### config.mk
export PLATFORM = sky130hd
export DESIGN_NAME = boot_rom_shadow
export DESIGN_NICKNAME = d
export VERILOG_FILES = /design/src/rtl/boot_shadow_pkg.sv /design/src/rtl/flash_stream_seq.sv /design/src/rtl/shadow_write_port.sv /design/src/rtl/host_rom_map.sv /design/src/rtl/boot_rom_shadow.sv
export SDC_FILE = /design/constraint.sdc
export NUM_CORES = 1
export LEC_CHECK = 0
export CORE_ASPECT_RATIO = 1.25
export CORE_UTILIZATION = 46
export CTS_BUF_LIST = sky130_fd_sc_hd__clkbuf_16
export CTS_CLUSTER_SIZE = 25
export DETAILED_ROUTE_END_ITERATION = 7
export PLACE_DENSITY = 0.81
export SYNTH_ARGS = -nofsm -noshare
export SYNTH_HDL_FRONTEND = slang
export SYNTH_HIERARCHICAL = 1
export SYNTH_SLANG_ARGS = --single-unit
### constraint.sdc
create_clock -name clk -period 2.19 [get_ports clk]
set_clock_uncertainty 0.1 [all_clocks]
set_input_delay 0.438 -clock clk [delete_from_list [all_inputs] [get_ports clk]]
set_output_delay 0.438 -clock clk [all_outputs]
set_load 0.05 [all_outputs]
### src/rtl/boot_shadow_pkg.sv
package boot_shadow_pkg;

    localparam logic [7:0] FLASH_READ_OP = 8'h03;
    localparam int         CMD_BYTES     = 4;

    typedef enum logic [1:0] {
        SEQ_START,
        SEQ_CMD,
        SEQ_DATA,
        SEQ_END
    } seq_state_e;

    typedef struct packed {
        logic sck;
        logic cs_n;
        logic mosi;
    } spi_pins_t;

    function automatic logic [31:0] flash_cmd(input logic [23:0] start_addr);
        return {FLASH_READ_OP, start_addr};
    endfunction

endpackage

### src/rtl/flash_stream_seq.sv
module flash_stream_seq
    import boot_shadow_pkg::*;
#(
    parameter int ROM_BYTES = 4096,
    localparam int ROM_AW   = $clog2(ROM_BYTES)
) (
    input  logic      clk,
    input  logic      rst,
    input  logic      miso,
    input  logic      can_push,
    output spi_pins_t pins,
    output logic      push,
    output logic      push_last,
    output logic [7:0] push_data
);
    localparam logic [ROM_AW-1:0] LAST_IDX = ROM_AW'(ROM_BYTES - 1);
    localparam logic [1:0]        LAST_CMD = 2'(CMD_BYTES - 1);

    seq_state_e        state;
    logic              sck_q;
    logic              cs_n_q;
    logic [2:0]        bit_cnt;
    logic [1:0]        cmd_cnt;
    logic [ROM_AW-1:0] byte_idx;
    logic [31:0]       cmd_sh;
    logic [7:0]        rx_sh;
    logic              byte_end;

    assign byte_end  = (state == SEQ_DATA) && sck_q && (bit_cnt == 3'd7);
    assign push      = byte_end && can_push;
    assign push_last = (byte_idx == LAST_IDX);
    assign push_data = rx_sh;

    assign pins.sck  = sck_q;
    assign pins.cs_n = cs_n_q;
    assign pins.mosi = (state == SEQ_CMD) ? cmd_sh[31] : 1'b0;

    always_ff @(posedge clk) begin
        if (rst) begin
            state    <= SEQ_START;
            sck_q    <= 1'b0;
            cs_n_q   <= 1'b1;
            bit_cnt  <= '0;
            cmd_cnt  <= '0;
            byte_idx <= '0;
            cmd_sh   <= flash_cmd(24'h000000);
            rx_sh    <= '0;
        end else begin
            unique case (state)
                SEQ_START: begin
                    cs_n_q <= 1'b0;
                    state  <= SEQ_CMD;
                end
                SEQ_CMD: begin
                    if (!sck_q) begin
                        sck_q <= 1'b1;
                    end else begin
                        sck_q   <= 1'b0;
                        cmd_sh  <= {cmd_sh[30:0], 1'b0};
                        bit_cnt <= bit_cnt + 3'd1;
                        if (bit_cnt == 3'd7) begin
                            cmd_cnt <= cmd_cnt + 2'd1;
                            if (cmd_cnt == LAST_CMD) state <= SEQ_DATA;
                        end
                    end
                end
                SEQ_DATA: begin
                    if (!sck_q) begin
                        sck_q <= 1'b1;
                        rx_sh <= {rx_sh[6:0], miso};
                    end else if (!byte_end || can_push) begin
                        sck_q   <= 1'b0;
                        bit_cnt <= bit_cnt + 3'd1;
                        if (byte_end) begin
                            byte_idx <= byte_idx + 1'b1;
                            if (push_last) begin
                                cs_n_q <= 1'b1;
                                state  <= SEQ_END;
                            end
                        end
                    end
                end
                default: begin
                    sck_q  <= 1'b0;
                    cs_n_q <= 1'b1;
                end
            endcase
        end
    end
endmodule

### src/rtl/shadow_write_port.sv
module shadow_write_port #(
    parameter int ROM_BYTES = 4096,
    parameter int RAM_AW    = 25,
    parameter logic [RAM_AW-1:0] SHADOW_BASE = RAM_AW'(24'h100000) << 4,
    localparam int ROM_AW   = $clog2(ROM_BYTES)
) (
    input  logic              clk,
    input  logic              rst,
    input  logic              push,
    input  logic              push_last,
    input  logic [7:0]        push_data,
    input  logic              wr_ready,
    output logic              can_push,
    output logic              wr_valid,
    output logic [RAM_AW-1:0] wr_addr,
    output logic [7:0]        wr_data,
    output logic              done
);
    logic              full;
    logic              last_q;
    logic              taken;
    logic [ROM_AW-1:0] wr_idx;
    logic [7:0]        data_q;

    assign taken    = full && wr_ready;
    assign can_push = !full || wr_ready;
    assign wr_valid = full;
    assign wr_data  = data_q;
    assign wr_addr  = SHADOW_BASE + RAM_AW'(wr_idx);

    always_ff @(posedge clk) begin
        if (rst) begin
            full   <= 1'b0;
            last_q <= 1'b0;
            wr_idx <= '0;
            data_q <= '0;
            done   <= 1'b0;
        end else begin
            if (push) begin
                full   <= 1'b1;
                data_q <= push_data;
                if (push_last) last_q <= 1'b1;
            end else if (taken) begin
                full <= 1'b0;
            end
            if (taken) wr_idx <= wr_idx + 1'b1;
            if (taken && last_q) done <= 1'b1;
        end
    end
endmodule

### src/rtl/host_rom_map.sv
module host_rom_map #(
    parameter int ROM_BYTES = 4096,
    parameter int RAM_AW    = 25,
    parameter logic [RAM_AW-1:0] SHADOW_BASE = RAM_AW'(24'h100000) << 4,
    localparam int ROM_AW   = $clog2(ROM_BYTES)
) (
    input  logic              done,
    input  logic              iosel_n,
    input  logic              iostrb_n,
    input  logic              rd,
    input  logic [ROM_AW-1:0] off,
    input  logic [7:0]        mem_rdata,
    output logic              req,
    output logic [RAM_AW-1:0] req_addr,
    output logic [7:0]        rdata
);
    logic rom_space;

    always_comb begin
        rom_space = !iosel_n || !iostrb_n;
        req       = done && rom_space && rd;
        req_addr  = SHADOW_BASE + RAM_AW'(off);
        rdata     = done ? mem_rdata : 8'hFF;
    end
endmodule

### src/rtl/boot_rom_shadow.sv
module boot_rom_shadow
    import boot_shadow_pkg::*;
#(
    parameter int ROM_BYTES = 4096,
    parameter int RAM_AW    = 25,
    parameter logic [RAM_AW-1:0] SHADOW_BASE = RAM_AW'(24'h100000) << 4,
    localparam int ROM_AW   = $clog2(ROM_BYTES)
) (
    input  logic              clk,
    input  logic              rst,
    output logic              spi_sck,
    output logic              spi_cs_n,
    output logic              spi_mosi,
    input  logic              spi_miso,
    output logic              wr_valid,
    input  logic              wr_ready,
    output logic [RAM_AW-1:0] wr_addr,
    output logic [7:0]        wr_data,
    output logic              copy_done,
    input  logic              host_iosel_n,
    input  logic              host_iostrb_n,
    input  logic              host_read,
    input  logic [ROM_AW-1:0] host_off,
    output logic              rom_rd_req,
    output logic [RAM_AW-1:0] rom_rd_addr,
    input  logic [7:0]        rom_rd_data,
    output logic [7:0]        host_rdata
);
    spi_pins_t  pins;
    logic       push;
    logic       push_last;
    logic [7:0] push_data;
    logic       can_push;

    assign spi_sck  = pins.sck;
    assign spi_cs_n = pins.cs_n;
    assign spi_mosi = pins.mosi;

    flash_stream_seq #(.ROM_BYTES(ROM_BYTES)) u_seq (
        .clk       (clk),
        .rst       (rst),
        .miso      (spi_miso),
        .can_push  (can_push),
        .pins      (pins),
        .push      (push),
        .push_last (push_last),
        .push_data (push_data)
    );

    shadow_write_port #(
        .ROM_BYTES   (ROM_BYTES),
        .RAM_AW      (RAM_AW),
        .SHADOW_BASE (SHADOW_BASE)
    ) u_wport (
        .clk       (clk),
        .rst       (rst),
        .push      (push),
        .push_last (push_last),
        .push_data (push_data),
        .wr_ready  (wr_ready),
        .can_push  (can_push),
        .wr_valid  (wr_valid),
        .wr_addr   (wr_addr),
        .wr_data   (wr_data),
        .done      (copy_done)
    );

    host_rom_map #(
        .ROM_BYTES   (ROM_BYTES),
        .RAM_AW      (RAM_AW),
        .SHADOW_BASE (SHADOW_BASE)
    ) u_map (
        .done      (copy_done),
        .iosel_n   (host_iosel_n),
        .iostrb_n  (host_iostrb_n),
        .rd        (host_read),
        .off       (host_off),
        .mem_rdata (rom_rd_data),
        .req       (rom_rd_req),
        .req_addr  (rom_rd_addr),
        .rdata     (host_rdata)
    );
endmodule

==> results of run 1 <==
==> layout make-up <==
cell class / instances / area, µm² / share of cell area [%]
clock buffers: 9 / 225.2 / 5.941
clock inverters: 7 / 83.83 / 2.211
inverters: 10 / 37.54 / 0.9901
multi-input cells: 256 / 1494 / 39.41
flip-flops and latches: 60 / 1201 / 31.68
well taps: 85 / 106.4 / 2.805
repair buffers: 58 / 643.1 / 16.96
==> where the power goes <==
part           leakage [nW]  switching [mW]  total (mW)  internal [mW]
registers             0.484          0.0389        1.17           1.13
clock network         0.155           0.469        1.45          0.979
logic                 0.803           0.333       0.496          0.164
==> synthesized netlist by cell type, types with 6 or more instances <==
master,n,area [µm²]
dfxtp_1,60,1201
nand2_1,47,176.4
buf_4,41,307.8
nor2_1,35,131.4
a21oi_1,28,140.1
clkbuf_1,13,48.80
mux2i_1,13,130.1
nand3_1,11,55.05
ha_1,10,125.1
nand2b_1,10,62.56
inv_1,9,33.78
nor2b_1,7,43.79
xnor2_1,7,61.31
xor2_1,6,52.55
==> worst register-to-register path, cell delays in order (launching register included) <==
cell and delay [ps]:
dfxtp_1 350, ha_1 160, ha_1 290, nand3_1 140, a21oi_1 430, mux2i_1 270
o311ai_0 180
==> worst min-delay path by stage <==
stage | startpoint | to | slack, ps | depth (start not counted)
finish | u_seq/cmd_sh[24]$_SDFFE_PP1P_ | u_seq/cmd_sh[24]$_SDFFE_PP1P_ | 350 | 1
detailed placement | u_seq/cmd_sh[24]$_SDFFE_PP1P_ | u_seq/cmd_sh[24]$_SDFFE_PP1P_ | 340 | 1
global route | u_seq/cmd_sh[30]$_SDFFE_PP0P_ | u_seq/cmd_sh[30]$_SDFFE_PP0P_ | 370 | 2
CTS | u_seq/cmd_sh[24]$_SDFFE_PP1P_ | u_seq/cmd_sh[24]$_SDFFE_PP1P_ | 350 | 1
global placement | u_seq/cmd_sh[24]$_SDFFE_PP1P_ | u_seq/cmd_sh[24]$_SDFFE_PP1P_ | 330 | 1
floorplan | u_seq/cmd_sh[24]$_SDFFE_PP1P_ | u_seq/cmd_sh[24]$_SDFFE_PP1P_ | 330 | 1
==> metal layers <==
metal / track usage [%] / routed length (µm)
met5: 0 / 0
met4: 9.748 / 154
met3: 6.638 / 374
met2: 33.48 / 3211
met1: 19.02 / 2470
==> flip-flops by register name (all words and copies together) (netlist names), 2 cells and up <==
name / count
u_seq/bit_cnt: 3
u_seq/state: 2
u_wport/wr_data: 8
u_seq/byte_idx: 12
u_seq/push_data: 8
u_seq/cmd_sh: 8
u_wport/wr_idx: 12
u_seq/cmd_cnt: 2
==> cell families after synthesis <==
| logic type | synth area share (%) |
|---|---|
| simple gates | 24.46 |
| buf+inv | 13.58 |
| compound gates | 8.030 |
| fa+ha+maj | 4.139 |
| xor+xnor | 3.767 |
| other cells | 0.4965 |
| flops | 39.74 |
| mux | 5.794 |
==> through the flow <==
stage	power, mW	cells	utilization (%)	cell area (µm²)
after floorplan	1.669	382	-	3105
after global routing	3.235	485	60.70	3791
final	3.111	485	60.70	3791
after detailed placement	1.676	469	55.75	3482
after CTS	3.131	485	60.70	3791
after global placement	1.652	469	55.75	3482
==> flow_summary.json, run 1 <==
{
  "drive_gt1_share_pct": 11.50,
  "final_common_cell": "dfxtp_1",
  "cp_slowest_cell": "clkdlybuf4s50_1",
  "die_x_um": 74.51,
  "cp-startpoint": "u_wport/wr_idx[4]$_SDFFE_PP0P_",
  "hold_viol": 0,
  "rr_worst_depth": 6,
  "grt_max_degree": 27,
  "worstPathMaxFanout": 7,
  "drt_drc_violations_left": 0,
  "coreArea_um2": 6246,
  "dr.pass1.iters": 5,
  "final.fill_count": 525,
  "worst-setup-path-type": "reg -> out",
  "insertion_delay_ps": 320,
  "pin_count": 99,
  "timing.rr.end": "u_seq/state[1]$_SDFFE_PP0P_",
  "dp_slack_ps": -154.7,
  "critPathBufInv": 1,
  "cap_violations": 0,
  "via_per_inst": 5.130,
  "rrSetupSlack_ps": 120,
  "cp_data_arrival_time_ps": 1590,
  "clock_sinks": 60,
  "fin_crit_sh_pct": 97.19,
  "grt_pass1_vias": 2289,
  "seq_area_frac_synth_pct": 39.74,
  "synth_warnings": 6,
  "die_h_um": 92.64,
  "max_freq_mhz": 469.8,
  "cts_hold_buf": 0,
  "worstPathRequired_ps": 1650,
  "cts_resized": 0,
  "ant_nets": 0,
  "fin_crit_ps": 2128,
  "clockBufferDepth": 2,
  "power.density_nw_per_um2": 820.6,
  "clk_pin_slew_ps": 50,
  "rsz0062_at_grt": "no",
  "min_path_type": "reg -> reg",
  "r2r-start": "u_seq/bit_cnt[0]$_SDFFE_PP0P_",
  "synth_edf_count": 0,
  "rows": 32,
  "htree_levels": 3,
  "dieArea_um2": 6902,
  "cp_top_family": "buffers and inverters",
  "cts_buffers": 9,
  "timing.hold.ws_ps": 348.8,
  "cts-root-buf": "clkbuf_16",
  "synth_area_um2": 3023,
  "drt_wl_total_um": 6211,
  "area_delta_synth_final_pct": 25.41,
  "mostFrequentLayoutCells": "dfxtp_1, nand2_1, nor2_1",
  "outcome": "completed",
  "grt_pass1_wl_um": 9860,
  "grt_use_total_pct": 18.97,
  "dp_hpwl_um": 4385,
  "endpoint": "wr_addr[4]",
  "end_kind": "output pin",
  "max_slew_margin_pct": 64.80,
  "avgRoutedWirePerCell_um": 12.81,
  "antenna_found_initial": 0,
  "synth_seq_cells": 60,
  "path_cells": "clkdlybuf4s50_1",
  "critical-path-max-stage-delay_ps": 840,
  "leakage_nw": 1.442,
  "tightest_slew_ps": 526.9,
  "ys_types": 41,
  "worst_slack_ps": 61.51,
  "gp_congestion": 0.8108,
  "ir_drop_mv": 0.5072,
  "start_kind": "flip-flop",
  "setup_viol_count_final": 0,
  "syn_area_per_cell_um2": 8.397,
  "synthArstFlopShare_pct": 0,
  "start_util_pct": 48.40,
  "ys_dominant_reg_cell": "dfxtp_1",
  "synthCells": 360,
  "vias": 2488,
  "globalRouteOverflowTotal": 0,
  "cp.depth": 1,
  "diodes": 0,
  "postCtsSetupRepairBufs": 0,
  "drt_iter0_markers": 138,
  "port_buffers": 48,
  "tns_ps": 0,
  "tritoncts": "done",
  "slew_viol_final": 0,
  "fin_nets": 432
}
Note: power is estimated with default switching activity, not from simulation.
==> inputs of run 2 (changes only) <==
--- a/config.mk
+++ b/config.mk
@@ -6,11 +6,12 @@
 export NUM_CORES = 1
 export LEC_CHECK = 0
 export CORE_ASPECT_RATIO = 1.25
-export CORE_UTILIZATION = 46
+export CORE_UTILIZATION = 42
 export CTS_BUF_LIST = sky130_fd_sc_hd__clkbuf_16
 export CTS_CLUSTER_SIZE = 25
 export DETAILED_ROUTE_END_ITERATION = 7
-export PLACE_DENSITY = 0.81
+export PLACE_DENSITY = 0.78
+export RECOVER_POWER = 25
 export SYNTH_ARGS = -nofsm -noshare
 export SYNTH_HDL_FRONTEND = slang
 export SYNTH_HIERARCHICAL = 1
==> constraint.sdc (replaced) <==
create_clock -name clk -period 1.9 [get_ports clk]
set_clock_uncertainty 0.1 [all_clocks]
set_input_delay 0.38 -clock clk [delete_from_list [all_inputs] [get_ports clk]]
set_output_delay 0.38 -clock clk [all_outputs]
set_load 0.05 [all_outputs]
==> run 2 against run 1 <==
Net effect:
- first-iteration DRC count down 13%
- register-to-register slack hardly changed
- clock-buffer cell count is the same
- final cell count grew 2.5%
- core utilization fell by 5.7 points
- global-route usage is 2.4 points lower
==> flow_summary.json, run 2 (synthesis results as in run 1) <==
{
  "start_util_pct": 43.33,
  "pin_count": 99,
  "power.density_nw_per_um2": 910.0,
  "area_delta_synth_final_pct": 26.90,
  "worstPathRequired_ps": 1420,
  "antenna_found_initial": 0,
  "finalPower_mw": 3.491,
  "cap_violations": 0,
  "timing.hold.ws_ps": 347.9,
  "diodes": 0,
  "rows": 34,
  "globalRouteOverflowTotal": 0,
  "start_kind": "flip-flop",
  "ir_drop_mv": 0.5780,
  "rrSetupSlack_ps": 110,
  "dr.pass1.iters": 4,
  "fin_crit_ps": 1843,
  "hold_viol": 0,
  "drive_gt1_share_pct": 18.92,
  "dp_cells": 481,
  "dpl-instance-area_um2": 3528,
  "cts_buffers": 9,
  "fin_nets": 439,
  "clockBufferDepth": 2,
  "worst-setup-path-type": "reg -> out",
  "max_freq_mhz": 542.6,
  "tritoncts": "done",
  "critical-path-max-stage-delay_ps": 410,
  "final_common_cell": "dfxtp_1",
  "final_area_um2": 3836,
  "vias": 2464,
  "insertion_delay_ps": 330,
  "die_x_um": 77.88,
  "tns_ps": 0,
  "cts_hold_buf": 0,
  "cp_top_family": "flip-flops",
  "dp_slack_ps": -455.5,
  "worst_slack_ps": 57.11,
  "fin_crit_sh_pct": 96.99,
  "coreArea_um2": 6977,
  "mostFrequentLayoutCells": "dfxtp_1, nand2_1, nor2_1",
  "tightest_slew_ps": 787.8,
  "drt_drc_violations_left": 0,
  "worstPathMaxFanout": 7,
  "end_kind": "output pin",
  "timing.rr.end": "u_seq/byte_idx[11]$_SDFFE_PP0P_",
  "via_per_inst": 4.958,
  "fin_util_pct": 54.99,
  "cp_data_arrival_time_ps": 1360,
  "dieArea_um2": 7543,
  "port_buffers": 48,
  "grt_use_total_pct": 16.54,
  "ant_nets": 0,
  "cp_slowest_cell": "dfxtp_1",
  "drt_iter0_markers": 120,
  "hold-path-cell-count": 2,
  "cts-root-buf": "clkbuf_16",
  "critPathBufInv": 2,
  "gp_congestion": 0.8033,
  "outcome": "completed",
  "grt_pass1_vias": 2268,
  "reg_top3": "u_seq/byte_idx: 12 flops, u_wport/wr_idx: 12 flops",
  "drt_wl_total_um": 5888,
  "final.fill_count": 610,
  "rr_worst_depth": 6,
  "dp_hpwl_um": 4267,
  "rsz0062_at_grt": "no",
  "grt_max_degree": 24,
  "avgRoutedWirePerCell_um": 11.85,
  "r2r-start": "u_seq/bit_cnt[0]$_SDFFE_PP0P_",
  "htree_levels": 3,
  "slew_viol_final": 0,
  "path_cells": "inv_2, ha_4, and2_1, buf_12",
  "final_cells": 497,
  "hold_start": "u_seq/cmd_sh[29]$_SDFFE_PP0P_",
  "clock_sinks": 60,
  "setup_viol_count_final": 0,
  "max_slew_margin_pct": 47.48,
  "die_h_um": 96.85,
  "clk_pin_slew_ps": 50,
  "grt_pass1_wl_um": 9763,
  "leakage_nw": 1.481,
  "hold_end": "u_seq/cmd_sh[30]$_SDFFE_PP0P_",
  "min_path_type": "reg -> reg"
}
[run 2: cell count changes in the layout (fill, tap and decap cells not counted), moves of 3 or more]
cell	before	now
nor4_2	0	3
nor4_1	5	2
clkbuf_1	0	10
clkdlybuf4s50_1	34	12
ha_1	10	7
dfxtp_2	0	4
inv_1	11	8
buf_4	13	28
buf_12	10	13
dfxtp_1	60	56
[run 2: power by group]
group          leakage (nW)  internal (mW)  switching [mW]
logic                 0.853          0.229           0.382
registers             0.486           1.30          0.0464
clock network         0.141          0.993           0.539
total                  1.48           2.52           0.967
[run 2: how the worst max path moves through the flow]
stage	endpoint	slack, ps	from	depth (start not counted)
6_report	spi_mosi	60	u_seq/state[1]$_SDFFE_PP0P_	4
5_1_grt	spi_mosi	10	u_seq/state[1]$_SDFFE_PP0P_	4
4_1_cts	spi_mosi	10	u_seq/state[1]$_SDFFE_PP0P_	4
3_5_place_dp	u_wport/wr_idx[11]$_SDFFE_PP0P_	-460	wr_ready	5
3_3_place_gp	u_wport/wr_idx[11]$_SDFFE_PP0P_	-380	wr_ready	5
2_1_floorplan	u_wport/wr_idx[10]$_SDFFE_PP0P_	3	u_wport/wr_idx[1]$_SDFFE_PP0P_	4
[run 2: cell type report]
cell class,count,area (µm²),area share [%]
clock buffers,9,225.2,5.871
clock inverters,7,58.81,1.533
inverters,10,37.54,0.9785
multi-input cells,256,1554,40.51
flip-flops and latches,60,1206,31.44
well taps,90,112.6,2.935
repair buffers,65,641.9,16.73
[run 2: routing by layer]
layer	share of wire, %	GRT usage (%)	vias up
met5	0	0	-
li1	-	-	1222
met4	2.8	11.18	0
met3	5.8	5.094	16
met2	51	29.82	74
met1	40	15.76	1152
[run 2: what timing repair did]
| item | CTS | global route |
|---|---|---|
| setup endpoints to repair | 6 | 20 |
| pin swaps | 1 | 0 |
| setup buffers | 0 | 0 |
| resized for setup | 7 | 8 |
[run 2: worst min-delay path, delay by kind of cell, from the launching register on]
| kind | cells | cell delay, ps |
|---|---|---|
| AO/OA/AOI/OAI | 1 | 50 |
| AND/OR/NAND/NOR | 1 | 50 |
| flip-flops | 1 | 300 |
